--- config.mk ---
export PLATFORM = sky130hd
export DESIGN_NAME = addr_xlate_walker
export DESIGN_NICKNAME = d
export VERILOG_FILES = /design/src/rtl/xlate_pkg.sv /design/src/rtl/xlate_addr_gen.sv /design/src/rtl/xlate_cache.sv /design/src/rtl/xlate_fsm.sv /design/src/rtl/addr_xlate_walker.sv
export SDC_FILE = /design/constraint.sdc
export NUM_CORES = 1
export LEC_CHECK = 0
export CELL_PAD_IN_SITES_DETAIL_PLACEMENT = 1
export CELL_PAD_IN_SITES_GLOBAL_PLACEMENT = 1
export CORE_ASPECT_RATIO = 1.25
export CORE_MARGIN = 2
export CORE_UTILIZATION = 40
export DETAILED_ROUTE_END_ITERATION = 8
export PLACE_DENSITY = 0.82
export REMOVE_ABC_BUFFERS = 1
export SLEW_MARGIN = 20
export SYNTH_ARGS = -nofsm -noshare
export SYNTH_HDL_FRONTEND = slang
export SYNTH_SLANG_ARGS = --single-unit
--- constraint.sdc ---
create_clock -name clk -period 2.6 [get_ports clk]
set_clock_uncertainty 0.1 [all_clocks]
set_input_delay 0.39 -clock clk [delete_from_list [all_inputs] [get_ports clk]]
set_output_delay 0.39 -clock clk [all_outputs]
set_load 0.02 [all_outputs]
--- src/rtl/xlate_pkg.sv ---
package xlate_pkg;

    // Walker control states
    typedef enum logic [2:0] {
        ST_IDLE,
        ST_LOOKUP,
        ST_DIR_REQ,
        ST_DIR_WAIT,
        ST_LEAF_REQ,
        ST_LEAF_WAIT,
        ST_RESP
    } xw_state_e;

    // Position of the present flag in every table entry
    localparam int ENTRY_OK_BIT = 0;
    // log2 of the table entry size in bytes
    localparam int ENTRY_SHIFT  = 2;

endpackage

--- src/rtl/xlate_addr_gen.sv ---
module xlate_addr_gen #(
    parameter int VA_W  = 31,
    parameter int PA_W  = 32,
    parameter int OFF_W = 12,
    parameter int DIR_W = 9,
    parameter logic [PA_W-1:0] GT_BASE = 32'h0800_0000
) (
    input  logic [VA_W-1:0]       va,
    input  logic [PA_W-OFF_W-1:0] dir_frame,
    output logic [PA_W-1:0]       glob_addr,
    output logic [PA_W-1:0]       dir_addr,
    output logic [PA_W-1:0]       leaf_addr,
    output logic                  reserved
);
    import xlate_pkg::*;

    localparam int GIDX_W   = VA_W - OFF_W;
    localparam int LEAF_W   = GIDX_W - DIR_W;
    localparam int DIR_SLOT = (1 << GIDX_W) - (1 << DIR_W);

    logic [GIDX_W-1:0] gidx;
    logic [DIR_W-1:0]  didx;
    logic [LEAF_W-1:0] lidx;

    assign gidx = va[VA_W-1:OFF_W];
    assign didx = va[VA_W-1:VA_W-DIR_W];
    assign lidx = va[OFF_W+LEAF_W-1:OFF_W];

    // Flat global entry
    assign glob_addr = GT_BASE + (PA_W'(gidx) << ENTRY_SHIFT);
    // Directory slice at the top of the global table
    assign dir_addr  = GT_BASE + ((PA_W'(DIR_SLOT) + PA_W'(didx)) << ENTRY_SHIFT);
    // Leaf entry inside the page named by the directory entry
    assign leaf_addr = {dir_frame, OFF_W'({lidx, 2'b00})};
    // Global indices that overlap the directory slice
    assign reserved  = (gidx >= GIDX_W'(DIR_SLOT));

endmodule

--- src/rtl/xlate_cache.sv ---
module xlate_cache #(
    parameter int N      = 4,
    parameter int TAG_W  = 20,
    parameter int DATA_W = 20
) (
    input  logic              clk,
    input  logic              rst,
    input  logic              flush,
    input  logic [TAG_W-1:0]  lk_tag,
    output logic              lk_hit,
    output logic [DATA_W-1:0] lk_data,
    input  logic              fill_en,
    input  logic [TAG_W-1:0]  fill_tag,
    input  logic [DATA_W-1:0] fill_data,
    output logic [N-1:0]      valid_vec
);
    localparam int PTR_W = (N > 1) ? $clog2(N) : 1;

    logic [TAG_W-1:0]  tag_q  [N];
    logic [DATA_W-1:0] data_q [N];
    logic [N-1:0]      vld_q;
    logic [PTR_W-1:0]  ptr_q;
    logic [N-1:0]      match;

    // Per-entry comparators
    genvar g;
    generate
        for (g = 0; g < N; g++) begin : g_cmp
            assign match[g] = vld_q[g] && (tag_q[g] == lk_tag);
        end
    endgenerate

    assign lk_hit    = |match;
    assign valid_vec = vld_q;

    always_comb begin
        lk_data = '0;
        for (int i = 0; i < N; i++) begin
            if (match[i]) lk_data = data_q[i];
        end
    end

    // Storage; flush has priority over fill
    always_ff @(posedge clk) begin
        if (rst) begin
            vld_q <= '0;
            ptr_q <= '0;
            for (int i = 0; i < N; i++) begin
                tag_q[i]  <= '0;
                data_q[i] <= '0;
            end
        end else if (flush) begin
            vld_q <= '0;
            ptr_q <= '0;
        end else if (fill_en) begin
            for (int i = 0; i < N; i++) begin
                if (ptr_q == PTR_W'(i)) begin
                    vld_q[i]  <= 1'b1;
                    tag_q[i]  <= fill_tag;
                    data_q[i] <= fill_data;
                end
            end
            ptr_q <= (ptr_q == PTR_W'(N - 1)) ? '0 : ptr_q + 1'b1;
        end
    end

endmodule

--- src/rtl/xlate_fsm.sv ---
module xlate_fsm #(
    parameter int VA_W  = 31,
    parameter int PA_W  = 32,
    parameter int OFF_W = 12
) (
    input  logic                  clk,
    input  logic                  rst,
    input  logic                  req_valid,
    input  logic [VA_W-1:0]       req_va,
    input  logic                  req_mode,
    input  logic                  flush,
    input  logic                  hit,
    input  logic [PA_W-OFF_W-1:0] hit_frame,
    input  logic                  reserved,
    input  logic [PA_W-1:0]       glob_addr,
    input  logic [PA_W-1:0]       dir_addr,
    input  logic [PA_W-1:0]       leaf_addr,
    input  logic                  rd_gnt,
    input  logic                  rd_rvalid,
    input  logic [PA_W-1:0]       rd_rdata,
    output logic                  req_ready,
    output logic                  rsp_valid,
    output logic                  rsp_fault,
    output logic [PA_W-1:0]       rsp_pa,
    output logic                  rd_req,
    output logic [PA_W-1:0]       rd_addr,
    output logic [VA_W-1:0]       va_q,
    output logic                  mode_q,
    output logic [PA_W-OFF_W-1:0] dir_frame_q,
    output logic                  fill_en,
    output logic [PA_W-OFF_W-1:0] fill_frame
);
    import xlate_pkg::*;

    xw_state_e             state_q, state_d;
    logic [PA_W-OFF_W-1:0] frame_q;
    logic                  fault_q;
    logic                  stale_q;
    logic                  accept;
    logic                  hit_ok;
    logic                  entry_ok;

    assign accept   = (state_q == ST_IDLE) && req_valid;
    assign hit_ok   = hit && !flush;
    assign entry_ok = rd_rdata[ENTRY_OK_BIT];

    // Next-state logic
    always_comb begin
        state_d = state_q;
        unique case (state_q)
            ST_IDLE:      if (req_valid) state_d = ST_LOOKUP;
            ST_LOOKUP: begin
                if (hit_ok)                  state_d = ST_RESP;
                else if (!mode_q && reserved) state_d = ST_RESP;
                else if (mode_q)             state_d = ST_DIR_REQ;
                else                         state_d = ST_LEAF_REQ;
            end
            ST_DIR_REQ:   if (rd_gnt) state_d = ST_DIR_WAIT;
            ST_DIR_WAIT:  if (rd_rvalid) state_d = entry_ok ? ST_LEAF_REQ : ST_RESP;
            ST_LEAF_REQ:  if (rd_gnt) state_d = ST_LEAF_WAIT;
            ST_LEAF_WAIT: if (rd_rvalid) state_d = ST_RESP;
            ST_RESP:      state_d = ST_IDLE;
            default:      state_d = ST_IDLE;
        endcase
    end

    // State register
    always_ff @(posedge clk) begin
        if (rst) state_q <= ST_IDLE;
        else     state_q <= state_d;
    end

    // Walk datapath
    always_ff @(posedge clk) begin
        if (rst) begin
            va_q        <= '0;
            mode_q      <= 1'b0;
            stale_q     <= 1'b0;
            frame_q     <= '0;
            fault_q     <= 1'b0;
            dir_frame_q <= '0;
        end else begin
            if (accept) begin
                va_q    <= req_va;
                mode_q  <= req_mode;
                stale_q <= 1'b0;
            end else if (flush) begin
                stale_q <= 1'b1;
            end
            case (state_q)
                ST_LOOKUP: begin
                    if (hit_ok) begin
                        frame_q <= hit_frame;
                        fault_q <= 1'b0;
                    end else if (!mode_q && reserved) begin
                        frame_q <= '0;
                        fault_q <= 1'b1;
                    end
                end
                ST_DIR_WAIT: begin
                    if (rd_rvalid) begin
                        if (entry_ok) begin
                            dir_frame_q <= rd_rdata[PA_W-1:OFF_W];
                        end else begin
                            frame_q <= '0;
                            fault_q <= 1'b1;
                        end
                    end
                end
                ST_LEAF_WAIT: begin
                    if (rd_rvalid) begin
                        fault_q <= !entry_ok;
                        frame_q <= entry_ok ? rd_rdata[PA_W-1:OFF_W] : '0;
                    end
                end
                default: ;
            endcase
        end
    end

    // Outputs
    always_comb begin
        req_ready  = (state_q == ST_IDLE);
        rsp_valid  = (state_q == ST_RESP);
        rsp_fault  = (state_q == ST_RESP) && fault_q;
        rsp_pa     = ((state_q == ST_RESP) && !fault_q) ? {frame_q, va_q[OFF_W-1:0]} : '0;
        rd_req     = (state_q == ST_DIR_REQ) || (state_q == ST_LEAF_REQ);
        rd_addr    = '0;
        if (state_q == ST_DIR_REQ)       rd_addr = dir_addr;
        else if (state_q == ST_LEAF_REQ) rd_addr = mode_q ? leaf_addr : glob_addr;
        fill_en    = (state_q == ST_LEAF_WAIT) && rd_rvalid && entry_ok && !stale_q && !flush;
        fill_frame = rd_rdata[PA_W-1:OFF_W];
    end

endmodule

--- src/rtl/addr_xlate_walker.sv ---
module addr_xlate_walker #(
    parameter int VA_W  = 31,
    parameter int PA_W  = 32,
    parameter int OFF_W = 12,
    parameter int DIR_W = 9,
    parameter int TLB_N = 4,
    parameter logic [PA_W-1:0] GT_BASE = 32'h0800_0000
) (
    input  logic            clk,
    input  logic            rst,
    input  logic            req_valid,
    output logic            req_ready,
    input  logic [VA_W-1:0] req_va,
    input  logic            req_mode,
    output logic            rsp_valid,
    output logic            rsp_fault,
    output logic [PA_W-1:0] rsp_pa,
    input  logic            flush,
    output logic            rd_req,
    output logic [PA_W-1:0] rd_addr,
    input  logic            rd_gnt,
    input  logic            rd_rvalid,
    input  logic [PA_W-1:0] rd_rdata
);
    localparam int FRAME_W = PA_W - OFF_W;
    localparam int TAG_W   = VA_W - OFF_W + 1;

    logic [VA_W-1:0]    va_q;
    logic               mode_q;
    logic [FRAME_W-1:0] dir_frame_q;
    logic [FRAME_W-1:0] fill_frame;
    logic [FRAME_W-1:0] hit_frame;
    logic               fill_en;
    logic               hit;
    logic               reserved;
    logic [PA_W-1:0]    glob_addr;
    logic [PA_W-1:0]    dir_addr;
    logic [PA_W-1:0]    leaf_addr;
    logic [TAG_W-1:0]   cur_tag;
    logic [TLB_N-1:0]   tlb_valid;

    assign cur_tag = {mode_q, va_q[VA_W-1:OFF_W]};

    xlate_addr_gen #(
        .VA_W(VA_W), .PA_W(PA_W), .OFF_W(OFF_W), .DIR_W(DIR_W), .GT_BASE(GT_BASE)
    ) u_agen (
        .va        (va_q),
        .dir_frame (dir_frame_q),
        .glob_addr (glob_addr),
        .dir_addr  (dir_addr),
        .leaf_addr (leaf_addr),
        .reserved  (reserved)
    );

    xlate_cache #(
        .N(TLB_N), .TAG_W(TAG_W), .DATA_W(FRAME_W)
    ) u_cache (
        .clk       (clk),
        .rst       (rst),
        .flush     (flush),
        .lk_tag    (cur_tag),
        .lk_hit    (hit),
        .lk_data   (hit_frame),
        .fill_en   (fill_en),
        .fill_tag  (cur_tag),
        .fill_data (fill_frame),
        .valid_vec (tlb_valid)
    );

    xlate_fsm #(
        .VA_W(VA_W), .PA_W(PA_W), .OFF_W(OFF_W)
    ) u_fsm (
        .clk         (clk),
        .rst         (rst),
        .req_valid   (req_valid),
        .req_va      (req_va),
        .req_mode    (req_mode),
        .flush       (flush),
        .hit         (hit),
        .hit_frame   (hit_frame),
        .reserved    (reserved),
        .glob_addr   (glob_addr),
        .dir_addr    (dir_addr),
        .leaf_addr   (leaf_addr),
        .rd_gnt      (rd_gnt),
        .rd_rvalid   (rd_rvalid),
        .rd_rdata    (rd_rdata),
        .req_ready   (req_ready),
        .rsp_valid   (rsp_valid),
        .rsp_fault   (rsp_fault),
        .rsp_pa      (rsp_pa),
        .rd_req      (rd_req),
        .rd_addr     (rd_addr),
        .va_q        (va_q),
        .mode_q      (mode_q),
        .dir_frame_q (dir_frame_q),
        .fill_en     (fill_en),
        .fill_frame  (fill_frame)
    );

endmodule

Yosys cells after proc, flatten, opt, wreduce, memory -nomap -nowiden

Memory sizes are Yosys's and may differ from the RTL's.
Index checks and enable logic that the tools add are counted.

Memories: 2
Input port bits: 70
Memory bits (writable): 160
Output and inout bits: 68
Flip-flop bits (word level): 83
Logic and storage cells: 141

Memories:

| memory         | words | bits a word | rd ports | clocked after memory_dff | write ports | line              | text |
|---|---|---|---|---|---|---|---|
| u_cache.data_q | 4     | 20          | 4        | 0                        | 4           | xlate_cache.sv:20 | `logic [DATA_W-1:0] data_q [N];` |
| u_cache.tag_q  | 4     | 20          | 4        | 0                        | 4           | xlate_cache.sv:19 | `logic [TAG_W-1:0] tag_q [N];` |

Add/sub/neg operators: 4
Reduce and logical (&&, ||, !) cells: 32
$lt $le $gt $ge: 1
Equal/unequal tests: 20
Multiplexer cells: 62
Bitwise operators: 8

Operator list:

| kind                   | count |
|---|---|
| $mux 20                | 18 |
| $mux 32                | 4 |
| $eq 20x20->1           | 4 |
| $pmux 20 s3            | 1 |
| $add 28x32->32 const A | 1 |
| $add 28x21->29 const A | 1 |
| $mux 1                 | 27 |
| $mux 3                 | 8 |
| $add 19x9->20 const A  | 1 |
| $ge 19x19->1 const B   | 1 |
| $pmux 3 s6             | 1 |
| $logic_and 1x1->1      | 13 |
| $ne 2x2->1 const B     | 6 |
| $reduce_and 5->1       | 2 |
| $eq 3x3->1 const B     | 3 |
| $or 1x1->1             | 8 |
| $reduce_and 2->1       | 4 |
| $eq 3x2->1 const B     | 2 |
| $logic_not 1->1        | 5 |
| $eq 2x2->1 const B     | 2 |
| $mux 2                 | 2 |
| $reduce_or 2->1        | 2 |
| $reduce_or 4->1        | 1 |
| $eq 3x1->1 const B     | 1 |
| 9 further kinds        | 9 |

Depth between registers and ports, before layout

Depth in word-level cells: 10
Depth in mapped cells: 9
Mapped depth without buffers: 7

Hierarchy

From an unflattened synthesis, not the netlist that was laid out.

Cells, all modules: 1,250
Area total of the unflattened synthesis: 13,000.0 um2

By module, submodules not included:

| module         | cells an instance | area an instance (um2) | times used |
|---|---|---|---|
| xlate_cache    | 612               | 8,021.4                | 1 |
| xlate_fsm      | 536               | 4,224.1                | 1 |
| xlate_addr_gen | 102               | 754.5                  | 1 |

Worst setup path after synthesis

OpenSTA, ideal clock, no wires.

Path type: register -> register
From: register u_fsm.va_q[18]
To: register u_fsm.frame_q[0]
Cell stages (with the launch flop): 10
Path buffers: 2
Path slack: -0.264 ns
Clock period less this slack: 2.864 ns
Arrival time: 2.612 ns
Cells stage by stage: dfxtp_1 > clkbuf_1 > xor2_1 > or4_1 > or4_4 > o22a_1 > a31o_4 > buf_6 > a221oi_2 > a221oi_2

Cells in the longest elaborated chain, start to end: 8
Elaborated cells on any way between the ends: 20
Those cells by class: order compare: 1; eq/ne: 5; mux: 6; reduce/logical: 8

Ends and longest elaborated chain:

| what                                                                 | line             | text |
|---|---|---|
| start: declaration                                                   | xlate_fsm.sv:27  | `output logic [VA_W-1:0] va_q,` |
| start signal: assignment                                             | xlate_fsm.sv:84  | `va_q <= req_va;` |
| parallel branches: the longest is 8 deep, another holds $ge 19x19->1 | n/a              |  |
| end signal: assignment                                               | xlate_fsm.sv:93  | `frame_q <= hit_frame;` |
| end signal: assignment                                               | xlate_fsm.sv:113 | `frame_q <= entry_ok ? rd_rdata[PA_W-1:OFF_W] : '0;` |
| end: declaration                                                     | xlate_fsm.sv:36  | `logic [PA_W-OFF_W-1:0] frame_q;` |

Parallel ways; which one is timed is not known.
A chain may end at the register's enable or synchronous reset.

==> metrics.cfg <==
[cts]
cts_buffers = 26
clockRootBuffer = clkbuf_16
clockBufferDepth = 3
hold_buffers = 0
cts_tree = yes
numClockSinks = 243
clkTransAtPathRegs_ps = 60
htreeDepth = 1
insertion_delay_ps = 550

[power]
p_sw_mw = 3.425
swShare = 0.3134
p_int_mw = 7.504
power.density_nw_per_um2 = 686.6
p_seq_frac = 0.417
irDropWorstVdd_uv = 387.1
power.share.clock = 0.338
p_leak_nw = 6.499
comb_power_share = 0.245

[global_routing]
grt.total_usage = 0.2904
grt_overflow = 0
grt_pass1_wl_microns = 71680
grt_max_degree = 95
antenna_found_initial = 0
grt_pass1_vias = 11905

[sta]
slew_headroom = 0.5206
rsz0062_at_grt = true
finalSetupViolCount = 23
fin_crit_sh = 1.215
finalHoldViolations = 0
worst_pin_slew_ps = 719.0
setup_tns_ps = -10260
drv_slew = 0
fin_crit_ps = 3160
fin_ws_ps = -560.1
fmax_ghz = 0.3164

[placement]
numPortBuffers = 124
dp_slack_ps = -621.8
hpwl_microns = 29610
place_congestion = 0.8734
dp.cells = 1707

[setup_path]
path_max_fanout = 20
cp.arrival_ps = 3480
crit_type = register to register
cp_num_buf_inv = 1
worstPathRequired_ps = 2920
worstPathCellList = xor2_2 > or4_4 > or4_4 > buf_12 > a2111oi_2 > a311oi_1 > a221oi_2 > a221oi_2
cp_top_family = simple AND/OR/NAND/NOR gates
cp_slowest_cell = or4_4
crit_path_max_incr_delay_ps = 590
cp-end-kind = register
start_kind = register

[routing]
drc = 0
postRouteWirelength_microns = 48660
via_count = 11227
drt_iter0_drc = 1112
viasPerCell = 6.365
wire_per_inst_microns = 27.58
ant_nets = 0
first_pass_iters = 5

[synth]
ys_top_cells_by_area = edfxtp_1, dfxtp_1, and3_1
synth_top_area_share = 0.3892
yosysSeqAreaShare = 0.5238
yosysMostFrequentCell = and3_1
synthCells = 1192
synth_commonest_cells = and3_1, edfxtp_1, nand2_1, clkbuf_1, dfxtp_1
syn_avg_cell_area_sq_um = 10.36
syn-cell-area_sq_um = 12340
yosys_warnings = 0
synth-edff-count = 160
synth_cell_type_count = 51
ys.flop_type = edfxtp_1
synth_area_leader_cell = edfxtp_1
async_reset_ff_frac = 0
synth_seq_cells = 243

[cells_and_area]
syn2layout_area_growth_pct = 28.95
fin_nets = 1417
diodes = 0
drive_above_1_share = 0.2245
stdcell_count = 1764

[worst_hold_path]
hold_path_class = input port to register

[run]
maxCapViolCount = 0

[die]
core_sq_um = 30200
rows = 71
start_util = 0.4087
die_h_microns = 200.4
die_x_microns = 161.1
die_area_sq_um = 32290
io_pins = 138

[run_status]
violations = negative setup slack
status = finished with violations

stage by stage:
step / cell area (sq um) / hold WS, ps / utilization / total power, mW
4_1_cts: 15880 / 158.5 / 0.5259 / 10.80
3_5_place_dp: 14710 / 345.4 / 0.4872 / 7.082
6_report: 15920 / 166.6 / 0.5270 / 10.93
2_1_floorplan: 11790 / 325.7 / - / 5.838
5_1_grt: 15920 / 179.1 / 0.5270 / 11.24
3_3_place_gp: 14710 / 337.5 / 0.4872 / 6.957
path summary, 6_finish.rpt:
kind              slack [ps]                 start  cells after the start                    end
setup reg to reg        -560  u_cache.tag_q[0][49]                      8      u_fsm.frame_q[19]
setup / recovery        -560  u_cache.tag_q[0][49]                      8      u_fsm.frame_q[19]
hold reg to reg          350         u_fsm.va_q[3]                      2          u_fsm.va_q[3]
hold / removal           170                   rst                      2  u_fsm.dir_frame_q[18]
registers in the layout, summed over array words and instances, names as in the netlist:
signal             cells
u_fsm.fault_q          1
u_fsm.stale_q          1
u_fsm.state_q          3
u_fsm.mode_q           1
u_cache.ptr_q          2
u_fsm.dir_frame_q     20
u_fsm.va_q            31
u_cache.valid_vec      4
u_cache.tag_q         80
u_fsm.frame_q         20
u_cache.data_q        80
cell usage in the layout, fill, tap and decap left out, types with 15 or more instances in the layout:
cell	instances
xor2_1	65
a21oi_1	62
clkbuf_16	28
buf_12	20
nand2_1	139
dlygate4sd2_1	27
inv_1	28
xnor2_1	15
nor3_1	30
clkbuf_2	21
nand3_1	27
clkdlybuf4s50_1	57
nor2_1	15
dfxtp_1	79
buf_4	98
edfxtp_1	160
and3_1	173
a221oi_2	40
a311oi_1	17
o2111ai_1	20
nor4_1	40
and2_1	15
timing repair:
item,CTS,global route
gates resized for setup,170,88
cloned,4,0
pin swaps,26,15
setup endpoints to repair,88,68
buffers inserted,3,2
per-layer routing:
metal | GRT usage | vias to the layer above | wire, microns
met5 | 0 | - | 0
met4 | 0.1639 | 0 | 2632
met3 | 0.04463 | 180 | 3598
met2 | 0.5190 | 630 | 25040
met1 | 0.3286 | 5682 | 17390
li1 | - | 4735 | -
worst reg2reg max path, cell delays in order, from the launching register on:
cell	delay, ps
edfxtp_1	450
xor2_2	200
or4_4	510
or4_4	590
buf_12	220
a2111oi_2	410
a311oi_1	130
a221oi_2	330
a221oi_2	100
cells by family (layout without fill, tap and decap cells):
| group | count (synthesis) | after routing | share of synthesized area |
|---|---|---|---|
| AND/OR/NAND/NOR | 488 | 488 | 0.2110 |
| flip-flops | 243 | 243 | 0.5238 |
| AO/OA/AOI/OAI | 202 | 204 | 0.1406 |
| buffers and inverters | 162 | 330 | 0.05382 |
| XOR/XNOR | 81 | 81 | 0.05747 |
| multiplexers | 11 | 11 | 0.008920 |
| adder cells (fa/ha/maj) | 4 | 4 | 0.004054 |
| other | 1 | 2 | 0.0003038 |
power by group through the flow:
stage,logic [mW],registers (mW),clock network [mW]
floorplan,1.15,4.69,0
global placement,2.38,4.57,0
detailed placement,2.49,4.60,0
CTS,2.58,4.54,3.68
global route,2.82,4.57,3.85
finish,2.68,4.55,3.69
cell type report:
| type | instances | area, sq um |
|---|---|---|
| clock buffer | 31 | 690.7 |
| clock inverter | 17 | 133.9 |
| fill | 3259 | 14290 |
| inverter | 28 | 105.1 |
| multi-input combinational | 790 | 5663 |
| sequential | 243 | 6474 |
| tap | 401 | 501.7 |
| timing repair buffer | 254 | 2350 |
Power figures use the tool's default switching activity.
